$ cat config.mk
export PLATFORM = sky130hd
export DESIGN_NAME = legacy_trap_mon
export DESIGN_NICKNAME = d
export VERILOG_FILES = /design/src/rtl/trap_pkg.sv /design/src/rtl/trap_decode.sv /design/src/rtl/trap_status.sv /design/src/rtl/legacy_trap_mon.sv
export SDC_FILE = /design/constraint.sdc
export NUM_CORES = 1
export LEC_CHECK = 0
export ABC_AREA = 1
export BUFFER_PORTS_ARGS = -buffer_cell sky130_fd_sc_hd__buf_2
export CAP_MARGIN = 20
export CORE_MARGIN = 1
export CORE_UTILIZATION = 49
export DETAILED_ROUTE_END_ITERATION = 16
export GPL_ROUTABILITY_DRIVEN = 0
export PLACE_DENSITY = 0.81
export SYNTH_ARGS = -nofsm -noshare
export SYNTH_HDL_FRONTEND = slang
export SYNTH_SLANG_ARGS = --single-unit
$ cat constraint.sdc
create_clock -name clk -period 2.6 [get_ports clk]
set_input_delay 0.78 -clock clk [delete_from_list [all_inputs] [get_ports clk]]
set_output_delay 0.78 -clock clk [all_outputs]
set_load 0.01 [all_outputs]
$ cat src/rtl/trap_pkg.sv
package trap_pkg;
  // status bit positions (software decodes these)
  localparam int unsigned EV_PRI_M  = 0;
  localparam int unsigned EV_PRI_S  = 1;
  localparam int unsigned EV_SEC_M  = 2;
  localparam int unsigned EV_SEC_S  = 3;
  localparam int unsigned EV_FLOPPY = 4;
  localparam int unsigned EV_PRINT  = 5;
  localparam int unsigned EV_VIDEO  = 9;
  localparam int unsigned EV_KBD    = 10;
  // drive/head register ports and the select bit within them
  localparam int unsigned PRI_DH_PORT = 32'h1F6;
  localparam int unsigned SEC_DH_PORT = 32'h176;
  localparam int unsigned DRV_BIT     = 4;
endpackage

$ cat src/rtl/trap_decode.sv
module trap_decode
  import trap_pkg::*;
#(
  parameter int ADDR_W = 24,
  parameter int DATA_W = 8,
  parameter int NUM_EV = 20
) (
  input  logic              clk,
  input  logic              rst,
  input  logic              cyc_valid,
  input  logic              cyc_is_io,
  input  logic              cyc_write,
  input  logic [ADDR_W-1:0] cyc_addr,
  input  logic [DATA_W-1:0] cyc_wdata,
  output logic [NUM_EV-1:0] hit_vec
);
  function automatic logic in_win(input logic [ADDR_W-1:0] a,
                                  input int unsigned lo, input int unsigned hi);
    return (a >= ADDR_W'(lo)) && (a <= ADDR_W'(hi));
  endfunction

  logic pri_q, sec_q;
  logic pri_wr, sec_wr, pri_sel, sec_sel;
  logic io_cyc, mem_cyc, pri_win, sec_win;

  assign io_cyc  = cyc_valid && cyc_is_io;
  assign mem_cyc = cyc_valid && !cyc_is_io;
  assign pri_wr  = io_cyc && cyc_write && (cyc_addr == ADDR_W'(PRI_DH_PORT));
  assign sec_wr  = io_cyc && cyc_write && (cyc_addr == ADDR_W'(SEC_DH_PORT));
  // a select write steers its own cycle
  assign pri_sel = pri_wr ? cyc_wdata[DRV_BIT] : pri_q;
  assign sec_sel = sec_wr ? cyc_wdata[DRV_BIT] : sec_q;

  always_ff @(posedge clk) begin
    if (rst) begin
      pri_q <= 1'b0;
      sec_q <= 1'b0;
    end else begin
      pri_q <= pri_sel;
      sec_q <= sec_sel;
    end
  end

  assign pri_win = in_win(cyc_addr, 32'h1F0, 32'h1F7) || (cyc_addr == ADDR_W'(32'h3F6));
  assign sec_win = in_win(cyc_addr, 32'h170, 32'h177) || (cyc_addr == ADDR_W'(32'h376));

  always_comb begin
    hit_vec = '0;
    hit_vec[EV_PRI_M]  = io_cyc && pri_win && !pri_sel;
    hit_vec[EV_PRI_S]  = io_cyc && pri_win &&  pri_sel;
    hit_vec[EV_SEC_M]  = io_cyc && sec_win && !sec_sel;
    hit_vec[EV_SEC_S]  = io_cyc && sec_win &&  sec_sel;
    hit_vec[EV_FLOPPY] = io_cyc && (in_win(cyc_addr, 32'h3F0, 32'h3F5) ||
                                    in_win(cyc_addr, 32'h370, 32'h375) ||
                                    cyc_addr == ADDR_W'(32'h3F7) ||
                                    cyc_addr == ADDR_W'(32'h377));
    hit_vec[EV_PRINT]  = io_cyc && (in_win(cyc_addr, 32'h278, 32'h27F) ||
                                    in_win(cyc_addr, 32'h378, 32'h37F) ||
                                    in_win(cyc_addr, 32'h3BC, 32'h3BF));
    hit_vec[EV_VIDEO]  = (io_cyc && in_win(cyc_addr, 32'h3B0, 32'h3DF)) ||
                         (mem_cyc && in_win(cyc_addr, 32'h0A0000, 32'h0BFFFF));
    hit_vec[EV_KBD]    = io_cyc && (cyc_addr == ADDR_W'(32'h60) ||
                                    cyc_addr == ADDR_W'(32'h64));
  end

  logic unused_wdata;
  assign unused_wdata = ^cyc_wdata;


  always_comb begin
    if (!cyc_valid) idle_quiet_chk: assert (hit_vec == '0);
  end


  pri_hold_chk: assert property (@(posedge clk) disable iff (rst)
    !$past(pri_wr) |-> (pri_q == $past(pri_q)));


  sec_hold_chk: assert property (@(posedge clk) disable iff (rst)
    !$past(sec_wr) |-> (sec_q == $past(sec_q)));


  drive_onehot_chk: assert property (@(posedge clk) disable iff (rst)
    $onehot0(hit_vec[EV_SEC_S:EV_PRI_M]));
endmodule

$ cat src/rtl/trap_status.sv
module trap_status #(
  parameter int NUM_EV = 20
) (
  input  logic              clk,
  input  logic              rst,
  input  logic [NUM_EV-1:0] hit_vec,
  input  logic              clr_we,
  input  logic [NUM_EV-1:0] clr_mask,
  input  logic              en_we,
  input  logic [NUM_EV-1:0] en_data,
  output logic [NUM_EV-1:0] st_q,
  output logic [NUM_EV-1:0] en_q,
  output logic              irq_q
);
  logic [NUM_EV-1:0] st_d, en_d;

  for (genvar i = 0; i < NUM_EV; i++) begin : g_bit
    // set has priority over a same-cycle clear
    always_comb begin
      if (hit_vec[i])                st_d[i] = 1'b1;
      else if (clr_we && clr_mask[i]) st_d[i] = 1'b0;
      else                           st_d[i] = st_q[i];
    end
  end

  assign en_d = en_we ? en_data : en_q;

  always_ff @(posedge clk) begin
    if (rst) begin
      st_q  <= '0;
      en_q  <= '0;
      irq_q <= 1'b0;
    end else begin
      st_q  <= st_d;
      en_q  <= en_d;
      irq_q <= |(st_d & en_d);
    end
  end


  rst_clear_chk: assert property (@(posedge clk)
    $past(rst) |-> (st_q == '0 && en_q == '0 && !irq_q));


  sticky_chk: assert property (@(posedge clk) disable iff (rst)
    !clr_we |=> ((st_q & $past(st_q)) == $past(st_q)));


  clear_takes_chk: assert property (@(posedge clk) disable iff (rst)
    clr_we |=> ((st_q & $past(clr_mask & ~hit_vec)) == '0));


  set_wins_chk: assert property (@(posedge clk) disable iff (rst)
    (|hit_vec) |=> ((st_q & $past(hit_vec)) == $past(hit_vec)));


  irq_src_chk: assert property (@(posedge clk) disable iff (rst)
    irq_q |-> ((st_q & en_q) != '0));


  irq_needed_chk: assert property (@(posedge clk) disable iff (rst)
    ((st_q & en_q) != '0) |-> irq_q);
endmodule

$ cat src/rtl/legacy_trap_mon.sv
module legacy_trap_mon #(
  parameter int ADDR_W = 24,
  parameter int DATA_W = 8,
  parameter int REG_W  = 32,
  parameter int NUM_EV = 20
) (
  input  logic              clk,
  input  logic              rst,
  input  logic              cyc_valid,
  input  logic              cyc_is_io,
  input  logic              cyc_write,
  input  logic [ADDR_W-1:0] cyc_addr,
  input  logic [DATA_W-1:0] cyc_wdata,
  input  logic              reg_wr,
  input  logic              reg_sel,
  input  logic [REG_W-1:0]  reg_wdata,
  output logic [REG_W-1:0]  reg_rdata,
  output logic              pm_irq
);
  localparam int PAD_W = REG_W - NUM_EV;

  logic [NUM_EV-1:0] hit_vec, st_q, en_q;
  logic clr_we, en_we;

  assign clr_we = reg_wr && !reg_sel;
  assign en_we  = reg_wr &&  reg_sel;

  trap_decode #(.ADDR_W(ADDR_W), .DATA_W(DATA_W), .NUM_EV(NUM_EV)) u_dec (
    .clk(clk), .rst(rst),
    .cyc_valid(cyc_valid), .cyc_is_io(cyc_is_io), .cyc_write(cyc_write),
    .cyc_addr(cyc_addr), .cyc_wdata(cyc_wdata),
    .hit_vec(hit_vec)
  );

  trap_status #(.NUM_EV(NUM_EV)) u_st (
    .clk(clk), .rst(rst),
    .hit_vec(hit_vec),
    .clr_we(clr_we), .clr_mask(reg_wdata[NUM_EV-1:0]),
    .en_we(en_we), .en_data(reg_wdata[NUM_EV-1:0]),
    .st_q(st_q), .en_q(en_q), .irq_q(pm_irq)
  );

  assign reg_rdata = {{PAD_W{1'b0}}, (reg_sel ? en_q : st_q)};

  logic unused_upper;
  assign unused_upper = ^reg_wdata;


  always_comb begin
    if (!rst) reserved_zero_chk: assert (reg_rdata[REG_W-1:NUM_EV] == '0);
  end
endmodule

Word-level counts from Yosys, hierarchy flattened

Cells that the tools add are included.

Output and inout bits: 33
Bits of input ports: 71
Logic and storage cells: 125
Bits in registers: 43

$lt $le $gt $ge: 18
Equality and inequality tests: 8
Bitwise gates (word level): 1
Reduce and logical (&&, ||, !) cells: 61
Multiplexer cells: 32

Operators by type and width:

| kind                   | count |
|---|---|
| $ge A24 B10 Y1 const B | 6 |
| $le A24 B10 Y1 const B | 6 |
| $eq A24 B10 Y1 const B | 4 |
| $eq A24 B7 Y1 const B  | 2 |
| $eq A24 B9 Y1 const B  | 2 |
| $ge A24 B9 Y1 const B  | 2 |
| $le A24 B9 Y1 const B  | 2 |
| $logic_and A1 B1 Y1    | 47 |
| $mux W20               | 2 |
| $mux W1                | 30 |
| $ge A24 B20 Y1 const B | 1 |
| $le A24 B20 Y1 const B | 1 |
| $and A20 B20 Y20       | 1 |
| $reduce_or A20 Y1      | 1 |
| $logic_or A1 B1 Y1     | 9 |
| $logic_not A1 Y1       | 4 |

Depth between registers and ports, before layout

Gate-level depths: netlist (run 1).

Depth after elaboration: 9
Gate-level depth with buffers: 15
Gate-level depth less buffers: 15

By module

A second synthesis (run 1) with hierarchy kept.

Cells, all modules: 481
Area total of the unflattened synthesis: 2,788.9 µm²

By module, submodules not included:

| module          | area each (µm²) | instances | sequential area each (µm²) | cells each |
|---|---|---|---|---|
| trap_status     | 1,801.7         | 1         | 820.8                      | 285 |
| trap_decode     | 611.8           | 1         | 40.0                       | 114 |
| legacy_trap_mon | 375.4           | 1         | 0.0                        | 82 |

Worst setup path before layout (run 1)

No wires, ideal clock.

Path type: input to output
Start point: input reg_sel
End point: output reg_rdata[16]
Stages on the path: 5
Data required time: 1,820 ps
Data arrival time: 1,698 ps
Buffers on the path: 3
Setup slack: 122 ps
Path through: buf_4 buf_2 inv_1 clkbuf_1 o21ai_0

Longest elaborated chain between the ends: 1

Ends and longest elaborated chain:

| element            | line                  | source |
|---|---|---|
| start: declaration | legacy_trap_mon.sv:15 | `input logic reg_sel,` |
| $mux W20           | legacy_trap_mon.sv:43 | `assign reg_rdata = {{PAD_W{1'b0}}, (reg_sel ? en_q : st_q)};` |
| end: declaration   | legacy_trap_mon.sv:17 | `output logic [REG_W-1:0] reg_rdata,` |

Every way passes these cells.

Final worst setup path (run 1)

Start point: input reg_sel
End point: output reg_rdata[19]

The elaborated chain is that of the path after synthesis.

==> results.json, run 1 <==
{
  "outcome": "finished clean",
  "grt_start_max_net_pins": 44,
  "dieHeight_um": 75.07,
  "cts-htree-levels": 2,
  "grt_remaining_overflow": 0,
  "final_cell_mix": "169 x nand2_1, 72 x buf_2, 70 x nor2_1",
  "grt_setup_unrepaired": "no",
  "yosysTopAreaCell": "dfxtp_1",
  "grt_first_pass_wirelength_um": 10120,
  "setup_viol_count_final": 0,
  "cellPowerDensity_mw_per_mm2": 426.5,
  "numCtsBuffers": 5,
  "largest_family_of_logic_cells_by_synthesized_area": "simple AND/OR/NAND/NOR gates",
  "fp.dieArea_mm2": 0.005636,
  "grt_antenna_before_repair": 0,
  "power.share.switching_pct": 28.50,
  "timing.critical_path.arrival_ns": 1.67,
  "p_switching_uw": 377.0,
  "clk_root_buffer_cell": "clkbuf_8",
  "p_leak_uw": 0.001659,
  "synth_simple_gate_area_share_pct": 44.57,
  "max-cap-violations": 0,
  "tightestPinTransition_ns": 0.7665,
  "synth.yosys.seq_area_share_pct": 32.90,
  "crit_path_end_kind": "output pin",
  "portBuffers": 72,
  "detail_route.drc_violations": 0,
  "power.share.sequential_pct": 51.5,
  "n_antenna_cell": 0,
  "clk_pin_slew_worst_paths_ns": 0.08,
  "power.internal_uw": 945.9,
  "critical_path_start_type": "primary input",
  "slew_violations": 0,
  "layout_worst_path_cycle_share_pct": 94.32,
  "syn-instance-count": 449,
  "drive_above_1_share_pct": 18.20,
  "total_power_uw": 1323,
  "period_minus_slack_ns": 2.452,
  "postSynthAreaPerCell_um2": 5.827,
  "syn-cell-area_mm2": 0.002616,
  "ys_top_cells_by_area": "dfxtp_1 33%, nand2_1 24%, nor2_1 10%, nand3_1 6.9%, inv_1 6.3%",
  "pwr-share-clk_pct": 31.7,
  "groute.usage.overall_pct": 23.49,
  "timing_worst_setup_path_type": "in -> out",
  "floorplan.rows": 26,
  "final_common_cell": "nand2_1",
  "multi_input_comb_area_mm2": 0.001428,
  "cts_buffer_depth": 2,
  "later_pin_clock_latency_in_the_skew_report_ns": 0.29,
  "yosys.area_share.adder_pct": 0,
  "die_x_um": 75.07,
  "holdBufCountCts": 0,
  "area_growth_syn_to_layout_pct": 18.56,
  "worst-path-max-fanout": 32,
  "layout.area.seq_um2": 860.8,
  "max-vdd-ir-drop_uv": 401.5,
  "timing.max_slew.rel_slack_pct": 48.90,
  "comb_power_share_pct": 16.8,
  "cts_tree": "done",
  "cts_post_setup_buffers_inserted": 0,
  "post_drt_wl_per_cell_um": 10.36,
  "hold_class": "reg -> reg",
  "initial_core_util_pct": 50.90,
  "synth_xor_area_share_pct": 0,
  "cts.sink_count": 43,
  "synth.area.mux_share_pct": 0,
  "ant_nets": 0,
  "setup_tns_ns": 0,
  "drt_first_pass_iters": 4,
  "avgViaCountPerCell": 4.787,
  "compound_gate_fraction_of_synth_area_pct": 8.274,
  "worst-endpoint-required_ns": 1.82,
  "postCtsResizedCells": 0,
  "achievable-frequency_mhz": 407.8,
  "first_global_vias": 2415,
  "fill_cells": 530,
  "detailedRoute.firstIterationViolations": 170,
  "nets": 592,
  "synth-seq-cells": 43,
  "num_vias": 2834,
  "clock-skew-final_ns": 0.004709,
  "core_region_area_mm2": 0.005140,
  "boundaryPins": 104,
  "finalHoldViolations": 0,
  "synthesis.yosys.warnings": 0,
  "total_half_perimeter_wirelength_after_legalization_and_detailed_placement_um": 4601,
  "number_of_different_library_cells_in_the_post_synthesis_netlist": 21,
  "post-synth-top-area-fraction_pct": 32.90,
  "finalWirelength_um": 6134
}
Yosys cell counts (all sizes together):
master / instances
nand2: 170
nor2: 72
inv: 45
dfxtp: 43
nand3: 36
o21ai: 25
buf: 20
a21oi: 17
clkbuf: 9
nand4: 7
nor3: 2
a31oi: 1
conb: 1
nor4: 1
state kept, by name, summed over array words and instances (netlist names):
| signal | count |
|---|---|
| u_st.st_q | 20 |
| u_st.en_q | 20 |
| u_dec.pri_q | 1 |
| u_dec.sec_q | 1 |
| u_st.irq_q | 1 |
stage by stage:
step	worst slack, ns	area, um^2	instances	utilization, %	hold WS [ns]
after floorplan	0.1222	2658	460	-	0.4301
after global placement	0.1736	3013	584	58.62	0.4406
after detailed placement	0.1652	3013	584	58.62	0.4449
after CTS	0.1779	3102	592	60.35	0.4622
after global routing	0.1104	3102	592	60.35	0.4754
final	0.1476	3102	592	60.35	0.4623
critical path: stages:
cell and delay [ns]:
buf_2 0.19, inv_1 0.10, buf_12 0.17, o21ai_0 0.24, buf_2 0.18
power groups by stage:
stage / Combinational [uW] / Sequential (uW) / Clock, uW
after detailed placement: 220 / 697 / 0
after CTS: 221 / 682 / 429
after floorplan: 146 / 696 / 0
final: 222 / 682 / 419
after global routing: 254 / 684 / 454
after global placement: 215 / 697 / 0
layout make-up:
| type | instances | area share, % |
|---|---|---|
| multi-input combinational | 343 | 46.03 |
| sequential | 43 | 27.75 |
| timing repair buffer | 83 | 15.09 |
| inverter | 45 | 5.446 |
| tap | 70 | 2.824 |
| clock buffer | 5 | 2.219 |
| clock inverter | 3 | 0.6454 |
cell families (layout without fill, tap and decap cells):
family	Yosys count	in the layout
AOI/OAI and AO/OA	43	43
and+or+nand+nor	288	288
other	1	12
buffers and inverters	74	136
DFF	43	43
metal layers:
layer / global-route usage [%] / share of wire (%) / routed length (um) / vias to the layer above
li1: - / - / - / 1512
met1: 29.51 / 45 / 2773 / 1214
met2: 40.54 / 47 / 2897 / 101
met3: 4.685 / 6.2 / 378 / 7
met4: 7.128 / 1.4 / 86 / 0
met5: 0 / 0 / 0 / -
worst paths after layout:
check             slack [ns]                      from                  endpoint  depth (start not counted)
setup / recovery        0.15                   reg_sel             reg_rdata[19]                          5
setup reg to reg        1.08  u_st.en_q[11]$_SDFF_PP0_     u_st.irq_q$_SDFF_PP0_                         12
hold reg to reg         0.46  u_st.st_q[11]$_SDFF_PP0_  u_st.st_q[11]$_SDFF_PP0_                          2
hold / removal          0.46  u_st.st_q[11]$_SDFF_PP0_  u_st.st_q[11]$_SDFF_PP0_                          2
Power figures use the tool's default switching activity.
==> run 2: changes to the inputs <==
--- a/config.mk
+++ b/config.mk
@@ -13,6 +13,7 @@
 export DETAILED_ROUTE_END_ITERATION = 16
 export GPL_ROUTABILITY_DRIVEN = 0
 export PLACE_DENSITY = 0.81
+export SETUP_SLACK_MARGIN = 0.4
 export SYNTH_ARGS = -nofsm -noshare
 export SYNTH_HDL_FRONTEND = slang
 export SYNTH_SLANG_ARGS = --single-unit
==> run 2 against run 1 <==
Sequential share of layout area fell by 1.2 points. Routed wire length rose by 3.7%. Register-to-register slack got worse by 0.04 ns. Worst hold slack got worse by 0.0074 ns. Cell area rose by 4.6%. Via count rose by 3.1%. Global-route usage fell by 0.79 points. Highest routed layer unchanged.
==> results.json, run 2 (same netlist as run 1, synthesis figures left out) <==
{
  "crit_path_end_kind": "output pin",
  "max-cap-violations": 0,
  "cts.sink_count": 43,
  "area_growth_syn_to_layout_pct": 24.01,
  "avgViaCountPerCell": 4.954,
  "tightestPinTransition_ns": 0.7698,
  "post_drt_wl_per_cell_um": 10.79,
  "clock-skew-final_ns": 0.007091,
  "final_cell_mix": "168 x nand2_1, 70 x buf_2, 66 x nor2_1",
  "cts-htree-levels": 2,
  "multi_input_comb_area_mm2": 0.001558,
  "crit_chain": "buf_12, inv_16, buf_4, o21ai_4, buf_2",
  "core_region_area_mm2": 0.005140,
  "finish.utilization_pct": 63.12,
  "setup_viol_count_final": 0,
  "power.internal_uw": 974.8,
  "boundaryPins": 104,
  "path_buf_inv": 4,
  "clk_pin_slew_worst_paths_ns": 0.08,
  "setup_tns_ns": 0,
  "cpMaxStageDelayCell": "buf_4",
  "comb_power_share_pct": 18.0,
  "achievable-frequency_mhz": 460.9,
  "fill_cells": 507,
  "grt_antenna_before_repair": 0,
  "outcome": "finished clean",
  "nets": 591,
  "grt_start_max_net_pins": 44,
  "ant_nets": 0,
  "groute.usage.overall_pct": 22.70,
  "cp_top_family": "buffers and inverters",
  "portBuffers": 72,
  "fp.dieArea_mm2": 0.005636,
  "p_leak_uw": 0.001700,
  "slew_violations": 0,
  "holdBufCountCts": 0,
  "power.share.sequential_pct": 50.2,
  "detailedRoute.firstIterationViolations": 194,
  "grt_first_pass_wirelength_um": 9756,
  "later_pin_clock_latency_in_the_skew_report_ns": 0.30,
  "grt_remaining_overflow": 0,
  "timing.critical_path.arrival_ns": 1.39,
  "total_half_perimeter_wirelength_after_legalization_and_detailed_placement_um": 4677,
  "num_vias": 2923,
  "p_switching_uw": 383.4,
  "die_x_um": 75.07,
  "pwr-share-clk_pct": 31.7,
  "layout_worst_path_cycle_share_pct": 83.45,
  "detail_route.drc_violations": 0,
  "final_common_cell": "nand2_1",
  "drive_above_1_share_pct": 21.35,
  "initial_core_util_pct": 50.90,
  "critical_path_start_type": "primary input",
  "n_antenna_cell": 0,
  "worst-endpoint-required_ns": 1.82,
  "floorplan.rows": 26,
  "grt_setup_unrepaired": "yes",
  "reg.largest.list": "u_st.en_q: 20 flops, u_st.st_q: 20 flops",
  "clk_root_buffer_cell": "clkbuf_8",
  "drt_first_pass_iters": 4,
  "layout.area.seq_um2": 860.8,
  "period_minus_slack_ns": 2.170,
  "hold_class": "reg -> reg",
  "final_hold_slack_ns": 0.4548,
  "dieHeight_um": 75.07,
  "power.share.switching_pct": 28.23,
  "finalHoldViolations": 0,
  "worst-path-max-fanout": 16,
  "cts_buffer_depth": 2,
  "timing_worst_setup_path_type": "in -> out",
  "numCtsBuffers": 5,
  "finalWirelength_um": 6364,
  "timing.max_slew.rel_slack_pct": 48.68,
  "cts_tree": "done",
  "cellPowerDensity_mw_per_mm2": 418.6,
  "max-vdd-ir-drop_uv": 286.6,
  "first_global_vias": 2320,
  "timing.critical_path.slowest_cell_delay_ns": 0.15
}
## run 2: changes by cell type in the layout (fill, tap and decap cells not counted), moves of 2 or more
cell and change:
buf_6 +3, buf_4 -2, nor2_1 -4, buf_2 -2, nor2_2 +3, clkinvlp_4 -2, o21ai_2 +3, o21ai_4 +9
o21ai_0 -12
## run 2: path summary, 6_finish.rpt
check	start	endpoint	slack [ns]	cells after the start
max	reg_sel	reg_rdata[1]	0.43	5
min	u_st.st_q[15]$_SDFF_PP0_	u_st.st_q[15]$_SDFF_PP0_	0.45	2
max reg2reg	u_st.en_q[7]$_SDFF_PP0_	u_st.irq_q$_SDFF_PP0_	1.04	12
min reg2reg	u_st.st_q[15]$_SDFF_PP0_	u_st.st_q[15]$_SDFF_PP0_	0.45	2
## run 2: metal layers
layer,wire [um],GRT usage [%],vias up
li1,-,-,1516
met1,2895,30.02,1300
met2,2978,37.64,98
met3,404,3.614,9
met4,86,7.757,0
met5,0,0,-
## run 2: area by class of cell
type / count / area share, %
clock inverter: 1 / 0.1543
inverter: 45 / 5.708
timing repair inverter: 1 / 0.2700
sequential: 43 / 26.53
tap: 70 / 2.700
clock buffer: 6 / 2.545
multi-input combinational: 343 / 48.01
timing repair buffer: 81 / 14.08
## run 2: power groups by stage
stage / clock, uW / combinational (uW) / sequential (uW)
floorplan: 0 / 173 / 696
global placement: 0 / 227 / 696
detailed placement: 0 / 233 / 698
CTS: 442 / 241 / 682
global route: 460 / 276 / 684
finish: 431 / 245 / 682
## run 2: tightest hold or removal path: cells and delay by family, from the launching register on
kind	cells	cell delay [ns]
simple gates	2	0.09
flops	1	0.33
## run 2: timing repair
| item | in CTS | in global routing |
|---|---|---|
| endpoints found under the hold margin | 0 | 0 |
| setup endpoints to repair | 20 | 5 |
| setup buffers | 0 | 0 |
| resized for setup | 7 | 8 |
| cloned | 1 | 0 |
## run 2: stage by stage
step | total power, uW | cell area, um^2 | setup WS (ns) | instances
floorplan | 869.0 | 2829 | 0.4011 | 460
global placement | 923.9 | 3093 | 0.1854 | 582
detailed placement | 930.1 | 3093 | 0.1259 | 582
CTS | 1365 | 3217 | 0.4005 | 590
global route | 1420 | 3244 | 0.3838 | 590
finish | 1358 | 3244 | 0.4302 | 590
